==> config.mk <==
export PLATFORM = sky130hd
export DESIGN_NAME = bsram_cmd_decode
export DESIGN_NICKNAME = d
export VERILOG_FILES = /design/src/rtl/bsram_pkg.sv /design/src/rtl/bsram_cmd_decode.sv
export SDC_FILE = /design/constraint.sdc
export NUM_CORES = 1
export LEC_CHECK = 0
export ABC_AREA = 1
export BUFFER_PORTS_ARGS = -buffer_cell sky130_fd_sc_hd__buf_4
export CELL_PAD_IN_SITES_DETAIL_PLACEMENT = 0
export CELL_PAD_IN_SITES_GLOBAL_PLACEMENT = 1
export CORE_AREA = 2 2 39 41
export DETAILED_ROUTE_END_ITERATION = 16
export DIE_AREA = 0 0 41 43
export PLACE_DENSITY_LB_ADDON = 0.1
export SLEW_MARGIN = 20
export SYNTH_ARGS = -nofsm -noshare
export SYNTH_HDL_FRONTEND = slang
export SYNTH_SLANG_ARGS = --single-unit
==> constraint.sdc <==
create_clock -name vclk -period 0.95
set_input_delay 0.19 -clock vclk [all_inputs]
set_output_delay 0.19 -clock vclk [all_outputs]
set_load 0.01 [all_outputs]
==> src/rtl/bsram_pkg.sv <==
package bsram_pkg;

   // Kind of access performed in the current cycle
   typedef enum logic [1:0] {
      CYC_IDLE  = 2'd0,
      CYC_READ  = 2'd1,
      CYC_WRITE = 2'd2
   } cyc_kind_e;

   // Decoded start information for one cycle
   typedef struct packed {
      logic load;     // selected start: take external address
      logic drop;     // start while unselected: end burst
      logic proc_go;  // processor strobe qualified by enable
   } start_t;

endpackage

==> src/rtl/bsram_cmd_decode.sv <==
module bsram_cmd_decode
   import bsram_pkg::*;
#(
   parameter int unsigned LANES = 4
) (
   input  logic             en_n,
   input  logic             sel_hi,
   input  logic             sel_lo_n,
   input  logic             proc_start_n,
   input  logic             ctrl_start_n,
   input  logic             all_wr_n,
   input  logic             lane_wr_en_n,
   input  logic [LANES-1:0] lane_sel_n,
   input  logic             burst_live,
   output start_t           start,
   output cyc_kind_e        kind,
   output logic [LANES-1:0] lane_we
);

   logic             selected;
   logic             any_start;
   logic [LANES-1:0] req_mask;

   always_comb begin
      selected      = !en_n && sel_hi && !sel_lo_n;
      start.proc_go = !proc_start_n && !en_n;
      any_start     = start.proc_go || !ctrl_start_n;
      start.load    = any_start && selected;
      start.drop    = any_start && !selected;
   end

   // whole-word write dominates; lane selects only pass when qualified
   always_comb begin
      if (!all_wr_n)
         req_mask = '1;
      else if (!lane_wr_en_n)
         req_mask = ~lane_sel_n;
      else
         req_mask = '0;
   end

   always_comb begin
      kind = CYC_IDLE;
      if (start.load) begin
         if (start.proc_go)
            kind = CYC_READ;
         else if (|req_mask)
            kind = CYC_WRITE;
         else
            kind = CYC_READ;
      end else if (start.drop) begin
         kind = CYC_IDLE;
      end else if (burst_live) begin
         kind = (|req_mask) ? CYC_WRITE : CYC_READ;
      end
   end

   assign lane_we = (kind == CYC_WRITE) ? req_mask : '0;

endmodule

==> Word-level counts from Yosys, hierarchy flattened <==
Index checks and enable logic that the tools add are counted.
{ "word_totals": {"reg_bits": 0, "latchBits": 0, "ram_bits": 0, "mem_bits_ro": 0, "inputBits": 12, "out_inout_bits": 9, "elab_cells": 22, "n_memories": 0} }
{ "classes": {"n_addsub": 0, "n_mul": 0, "n_div": 0, "magnitude_cmp": 0, "n_eq_ne": 1, "n_shift": 0, "n_mux": 8, "bitwise": 1, "n_reduce_logical": 12} }
{ "op_table": {"columns": ["operator", "count"], "rows": [
  ["two-way mux 4 bit", 3],
  ["two-way mux 2 bit", 5],
  ["logical AND 1 bit", 5],
  ["logical NOT 1 bit", 5],
  ["inverter 4 bit", 1],
  ["OR reduction 4 bit", 1],
  ["equality test 2 bit, second input constant", 1],
  ["logical OR 1 bit", 1]
]} }

==> Logic depth before layout (Yosys ltp) <==
Gate-level depths: netlist of the first run.
{ "depth": {"depth_word": 10, "ltp_mapped": 7, "ltp_nobuf": 7} }

==> Worst setup path after synthesis of the first run <==
OpenSTA, ideal clock, no wires.
{ "synth_path": {"path_type": "input to output", "start": "input port en_n", "end": "output port kind[0]", "arrival_time_ps": 734, "required_time_ps": 760, "slack_ps": 26, "path_stages": 7, "path_buffers": 0, "path_cell_list": "nor2_2 -> nor2_4 -> inv_1 -> nand2_1 -> nand2_1 -> nand2_1 -> nand2_1"} }
{ "synth_via": {"elab_chain_cells": 7, "elab_cells_between_ends": 11, "cone_classes": "3 x mux; 8 x reduce/logical"} }
{ "synth_rtl": {"columns": ["item", "line", "text"], "rows": [
  ["start: declaration", "bsram_cmd_decode.sv:6", "input logic en_n,"],
  ["logical NOT 1 bit (*)", "bsram_cmd_decode.sv:25, bsram_cmd_decode.sv:26", null],
  ["logical AND 1 bit (2 in a row)", "bsram_cmd_decode.sv:25", "selected = !en_n && sel_hi && !sel_lo_n;"],
  ["logical NOT 1 bit", "bsram_cmd_decode.sv:29", "start.drop = any_start && !selected;"],
  ["logical AND 1 bit", "bsram_cmd_decode.sv:29", null],
  ["two-way mux 2 bit", "bsram_cmd_decode.sv:51", "end else if (start.drop) begin"],
  ["two-way mux 2 bit (*)", "bsram_cmd_decode.sv:44", "if (start.load) begin"],
  ["end: declaration", "bsram_cmd_decode.sv:16", "output cyc_kind_e kind,"]
]} }
Every way passes the cells marked *; elsewhere a longest branch is shown, timed or not.

==> Final worst setup path of the first run <==
{ "layout_path": {"start": "input port en_n", "end": "output port lane_we[2]"} }
{ "layout_via": {"elab_chain_cells": 9, "elab_cells_between_ends": 13, "cone_classes": "1 x eq/ne; 4 x mux; 8 x reduce/logical"} }
{ "layout_rtl": {"columns": ["item", "line", "text"], "rows": [
  ["logical NOT 1 bit (*)", "bsram_cmd_decode.sv:25, bsram_cmd_decode.sv:26", null],
  ["logical AND 1 bit (2 in a row)", "bsram_cmd_decode.sv:25", null],
  ["logical NOT 1 bit", "bsram_cmd_decode.sv:29", null],
  ["logical AND 1 bit", "bsram_cmd_decode.sv:29", null],
  ["two-way mux 2 bit", "bsram_cmd_decode.sv:51", null],
  ["two-way mux 2 bit (*)", "bsram_cmd_decode.sv:44", null],
  ["equality test 2 bit (*)", "bsram_cmd_decode.sv:58", "assign lane_we = (kind == CYC_WRITE) ? req_mask : '0;"],
  ["two-way mux 4 bit (*)", "bsram_cmd_decode.sv:58", null],
  ["end: declaration", "bsram_cmd_decode.sv:17", "output logic [LANES-1:0] lane_we"]
]} }
Marks and branches as above.

==> results.md, run 1 <==
- Maximum fanout along the worst path: 5
- Iteration-0 DRC Markers: 1
- Pwr/cell area: 433 mW/mm^2
- Synth Instances: 42
- Area leader, netlist: nor2_2
- Fmax: 932 MHz
- Worst Setup EP: lane_we[2]
- Area Overhead vs Synth: 154%
- Filler instances: 158
- Vias: 343
- Synth top area share: 17.3%
- Worst Path Required: 0.76 ns
- Number of cell rows: 14
- Die X: 41 um
- Switch Pwr: 0.106 mW
- Sw frac: 44.5%
- Hold Fails Final Rpt: 0
- Vias in the first global route: 242
- DRT Pass-1 Iters: 3
- CP max stage delay: 0.14 ns
- Clock share of power: 0%
- Largest net degree at the start of global routing: 6
- WL per Instance: 7.54 um
- FF/Latch Area: 0 um^2
- Pint: 0.132 mW
- Leakage: 0.305 nW
- Critical Path Start Type: input port
- Vias per inst: 3.85
- Core area: 0.00138 mm^2
- RSZ-0062 raised after global routing: yes
- Hold slack: 0.743 ns
- Synth warn: 0
- Mapped Area: 216 um^2
- Max cap viols: 0
- Seq cells: 0
- Top Ports: 21
- Worst hold path type: in2out
- Final Max Tran Viols: 0
- Reg power frac: 0%
- Slew @ Worst Pin: 0.169 ns
- Seq/Total Area, Yosys: 0%
- CP max-delay cell: buf_4
- Kind of critical path: in2out
- Setup ws final: -0.123 ns
- Total power draw: 0.238 mW
- CP cell instances: buf_8 > nor2_4 > nor2_4 > nand2_2 > nand2_2 > nand2_4 > nor2_2 > buf_4
- Gpl congestion: 0.644
- Gr busiest metal: met1
- Min Tclk post-route: 1.07 ns
- Area contributors post-synth: nor2_2 17%, inv_1 16%, nand2_1 16%, nor2_1 6.9%, nand2_2 5.8%
- First-pass GRT wire length: 931 um
- WL final: 671 um
- Starting density of the core: 15.6%
- Netlist cell types: 14
- Status: finished with violations
- Die ar.: 0.00176 mm^2
- Global route overflow: 0
- Final period util: 113%
- Comb power frac: 100.0%
- Initial antenna violation count: 0
- Worst slew margin: 88.7%
- Antenna Nets Post-Route: 0
- M2 GR Usage: 10.6%
- Levels on crit path: 8
- Commonest cells post-synth: 9 x inv_1, 9 x nand2_1, 6 x nor2_2
- Crit. End Element: primary output
- Met3 Track Usage GR: 0%
- Syn nets: 54
- All-layer global routing usage: 6.89%
- Clock buf count: 0
- Post-route DRC: 0
- IO Port Bufs: 21
- Crit. Startpoint: en_n
- Mean Syn Cell Area: 5.15 um^2
- HPWL after DPL: 563 um
- Crit path buffers/inverters: 2
- Final setup vio count: 7
- Die Y: 43 um
- M1 GR Usage: 11.1%
- Violated checks: negative setup slack
- Layout cells sized above 1: 75.3%
- Peak supply drop: 0.000163 V
- # nets final: 87
- WP data arrival: 0.88 ns
- Multi-input logic area: 210 um^2
- Top cell family by delay on the critical path: simple AND/OR/NAND/NOR gates
- N_diodes: 0
==> through the flow <==
step	cells	setup WS [ns]	instance area, um^2	util (%)	TNS [ns]
final	89	-0.123	551	39.8	-0.696
after global routing	89	-0.175	551	39.8	-1.11
after global placement	88	-0.193	462	33.4	-1.20
after CTS	89	-0.154	492	35.5	-0.900
after floorplan	42	0.0261	216	-	0
after detailed placement	88	-0.197	462	33.4	-1.24
==> power by group through the flow <==
stage	clock network, mW	registers, mW	logic, mW
after floorplan	0	0	0.0840
after global routing	0	0	0.258
after global placement	0	0	0.196
after CTS	0	0	0.213
final	0	0	0.238
after detailed placement	0	0	0.195
==> how the worst min path moves through the flow <==
stage                       from  endpoint  slack (ns)  depth (start not counted)
floorplan           proc_start_n  start[0]        0.42                          1
global placement        sel_lo_n  start[2]        0.76                          5
detailed placement  proc_start_n  start[0]        0.76                          4
CTS                 proc_start_n  start[0]        0.74                          4
global route                en_n  start[0]        0.76                          4
finish              proc_start_n  start[0]        0.74                          4
==> cell usage in the layout, fill, tap and decap left out <==
cell type	Yosys	routed
buf_4	0	22
nand2_1	9	8
buf_6	0	8
nor2_4	1	5
inv_2	3	5
inv_1	9	5
nor2_2	6	4
nand2_2	2	3
inv_4	0	2
nor2_1	4	2
a21oi_1	2	2
nor3_2	1	1
a21oi_4	0	1
nand4_1	1	1
o21ai_2	0	1
nand3_2	1	1
nand2_4	1	1
buf_8	0	1
==> tightest hold or removal path, cell delays in order <==
cell and delay [ns]:
buf_6 0.08, nor2_4 0.04, buf_4 0.11, buf_4 0.13
==> cell families (layout without fill, tap and decap cells) <==
| family | after synthesis | in the layout | share of synthesized area, % |
|---|---|---|---|
| AND/OR/NAND/NOR | 26 | 26 | 68.2 |
| buffers and inverters | 12 | 43 | 20.8 |
| AO/OA/AOI/OAI | 4 | 4 | 11.0 |
==> metal layers <==
| metal | share of wire [%] | vias to the layer above | wire, um |
|---|---|---|---|
| li1 | - | 185 | - |
| met1 | 40 | 148 | 270 |
| met2 | 54 | 10 | 361 |
| met3 | 5.8 | 0 | 39 |
| met4 | 0 | 0 | 0 |
| met5 | 0 | - | 0 |
==> area by class of cell <==
| cell class | count | share of cell area [%] |
|---|---|---|
| Tap cell | 16 | 3.64 |
| Multi-Input combinational cell | 30 | 38.2 |
| Timing Repair Buffer | 31 | 49.1 |
| Inverter | 12 | 9.09 |
==> repair_timing <==
| action | CTS | global route |
|---|---|---|
| setup endpoints to repair | 8 | 8 |
| hold buffers | 0 | 0 |
| pin swaps | 11 | 15 |
| setup buffers | 1 | 0 |
| hold endpoints to repair | 0 | 0 |
| gates resized for setup | 9 | 17 |
No activity file was read; power rests on OpenSTA's default activity.
==> run 2, diff against run 1 <==
ABC_AREA = default   (was 1)
SETUP_SLACK_MARGIN = 0.5   (was default)
==> results.md, run 2 <==
- Status: finished with violations
- Violated checks: negative setup slack
- Leakage: 0.201 nW (-34%)
- Hold Fails Final Rpt: 0 (unchanged)
- Number of cell rows: 14 (unchanged)
- Die X: 41 um (unchanged)
- Antenna Nets Post-Route: 0 (unchanged)
- Seq cells: 0 (unchanged)
- Worst hold path type: in2out
- Pwr/cell area: 446 mW/mm^2 (+3.0%)
- Final period util: 125% (+12 points)
- Crit. End Element: primary output
- Die Y: 43 um (unchanged)
- Critical Path Start Type: input port
- Iteration-0 DRC Markers: 1 (unchanged)
- Final Max Tran Viols: 0 (unchanged)
- Vias: 261 (-24%)
- Top Ports: 21 (unchanged)
- Vias in the first global route: 252 (+4.1%)
- Mapped Area: 146 um^2 (-32%)
- Gpl congestion: 0.613 (-4.7%)
- Synth top area share: 25.6% (+8.3 points)
- # nets final: 61 (-30%)
- Area Overhead vs Synth: 198%
- Vias per inst: 4.14 (+7.5%)
- Clock buf count: 0 (unchanged)
- Largest net degree at the start of global routing: 7 (+1)
- Fmax: 839 MHz (-9.9%)
- WL per Instance: 11.0 um (+46%)
- Starting density of the core: 10.6% (-5.1 points)
- FF/Latch Area: 0 um^2 (unchanged)
- Most common cell in the netlist: nor2_1
- Syn nets: 33 (-39%)
- Commonest cells post-synth: 7 x nor2_1, 5 x o21a_1, 2 x a21oi_1
- Most frequent cells in the layout: 19 x buf_4, 4 x o21a_1, 4 x nor2_1, 4 x buf_6, 3 x buf_8
- Multi-input logic area: 184 um^2 (-13%)
- Mean Syn Cell Area: 6.97 um^2 (+35%)
- Layout cells sized above 1: 74.5% (-0.87 points)
- Final setup vio count: 8 (+1)
- N_diodes: 0 (unchanged)
- Commonest non-fill, non-tap cell in the layout: buf_4
- Initial antenna violation count: 0 (unchanged)
- IO Port Bufs: 21 (unchanged)
- Area leader, netlist: o21a_1
- Synth warn: 0 (unchanged)
- Global route overflow: 0 (unchanged)
- Post-route DRC: 0 (unchanged)
- Core area: 0.00138 mm^2 (unchanged)
- TNS Setup: -1.70 ns (-1.00 ns)
- DRT Pass-1 Iters: 2 (-1)
- Filler instances: 141 (-11%)
- First-pass GRT wire length: 1.03 mm (+10%)
- Hold_buf cts: 0 (unchanged)
- Setup ws final: -0.241 ns (-0.118 ns)
- Netlist cell types: 10 (-4)
- RSZ-0062 raised after global routing: yes
- Seq/Total Area, Yosys: 0% (unchanged)
- Maximum fanout along the worst path: 5 (unchanged)
- Min Tclk post-route: 1.19 ns (+0.118 ns)
- Worst Path Required: 0.76 ns (about the same)
- Total power draw: 0.195 mW (-18%)
- WP data arrival: 1.00 ns (+0.12 ns)
- Kind of critical path: in2out
- Die ar.: 0.00176 mm^2 (unchanged)
- Peak supply drop: 0.000111 V (-32%)
- WL final: 693 um (+3.3%)
- Max cap viols: 0 (unchanged)
- Area contributors post-synth: o21a_1 26%, nor2_1 18%, nor4b_4 16%, a22oi_2 8.5%, a21oi_1 6.8%
- Slew @ Worst Pin: 0.292 ns (+0.123 ns)
- Synth Instances: 21 (-50%)
- All-layer global routing usage: 7.79% (+0.90 points)
- Worst slew margin: 80.6% (-8.1 points)
run 2: cell count changes after synthesis, sizes merged, moves of 4 or more:
cell and delta:
nor2 -4, inv -12, o21a +5, nand2 -11
run 2: stage by stage:
stage / hold WS, ns / area (um^2) / setup WS [ns] / cells / utilization, %
after floorplan: 0.399 / 174 / -0.0303 / 21 / -
after global placement: 0.681 / 367 / -0.345 / 60 / 26.5
after detailed placement: 0.684 / 367 / -0.358 / 60 / 26.5
after CTS: 0.684 / 413 / -0.257 / 62 / 29.8
after global routing: 0.700 / 437 / -0.317 / 63 / 31.6
final: 0.680 / 437 / -0.241 / 63 / 31.6
run 2: power by group:
group / internal [mW] / switching, mW
Clock: 0 / 0
Combinational: 0.117 / 0.0778
Sequential: 0 / 0
Total: 0.117 / 0.0778
run 2: worst paths after layout:
path / start / to / cells after the start
worst max-delay path: proc_start_n / lane_we[3] / 5
worst min-delay path: all_wr_n / kind[1] / 3
run 2: timing repair:
| action | in CTS | in global routing |
|---|---|---|
| gates resized for setup | 9 | 4 |
| setup buffers | 2 | 1 |
| setup endpoints to repair | 9 | 9 |
| pin swaps | 9 | 2 |
| endpoints found under the hold margin | 0 | 0 |
run 2: cells by family after synthesis:
| logic type | Yosys count | share of synthesized area, % |
|---|---|---|
| compound gates | 10 | 52.1 |
| simple gates | 11 | 47.9 |
run 2: routing by layer:
layer	GRT usage (%)	vias up	wire length [um]
li1	-	134	-
met1	9.81	116	245
met2	14.4	11	386
met3	0.524	0	62
met4	0	0	0
met5	0	-	0
run 2: cell type report:
type / instances / share of cell area [%]
Tap cell: 16 / 4.58
Multi-Input combinational cell: 21 / 42.1
Timing Repair Buffer: 26 / 53.3
run 2: worst max-delay path, stage by stage:
cell and delay [ns]:
buf_6 0.09, o21a_4 0.21, a22oi_2 0.27, nor2_1 0.08, buf_4 0.15
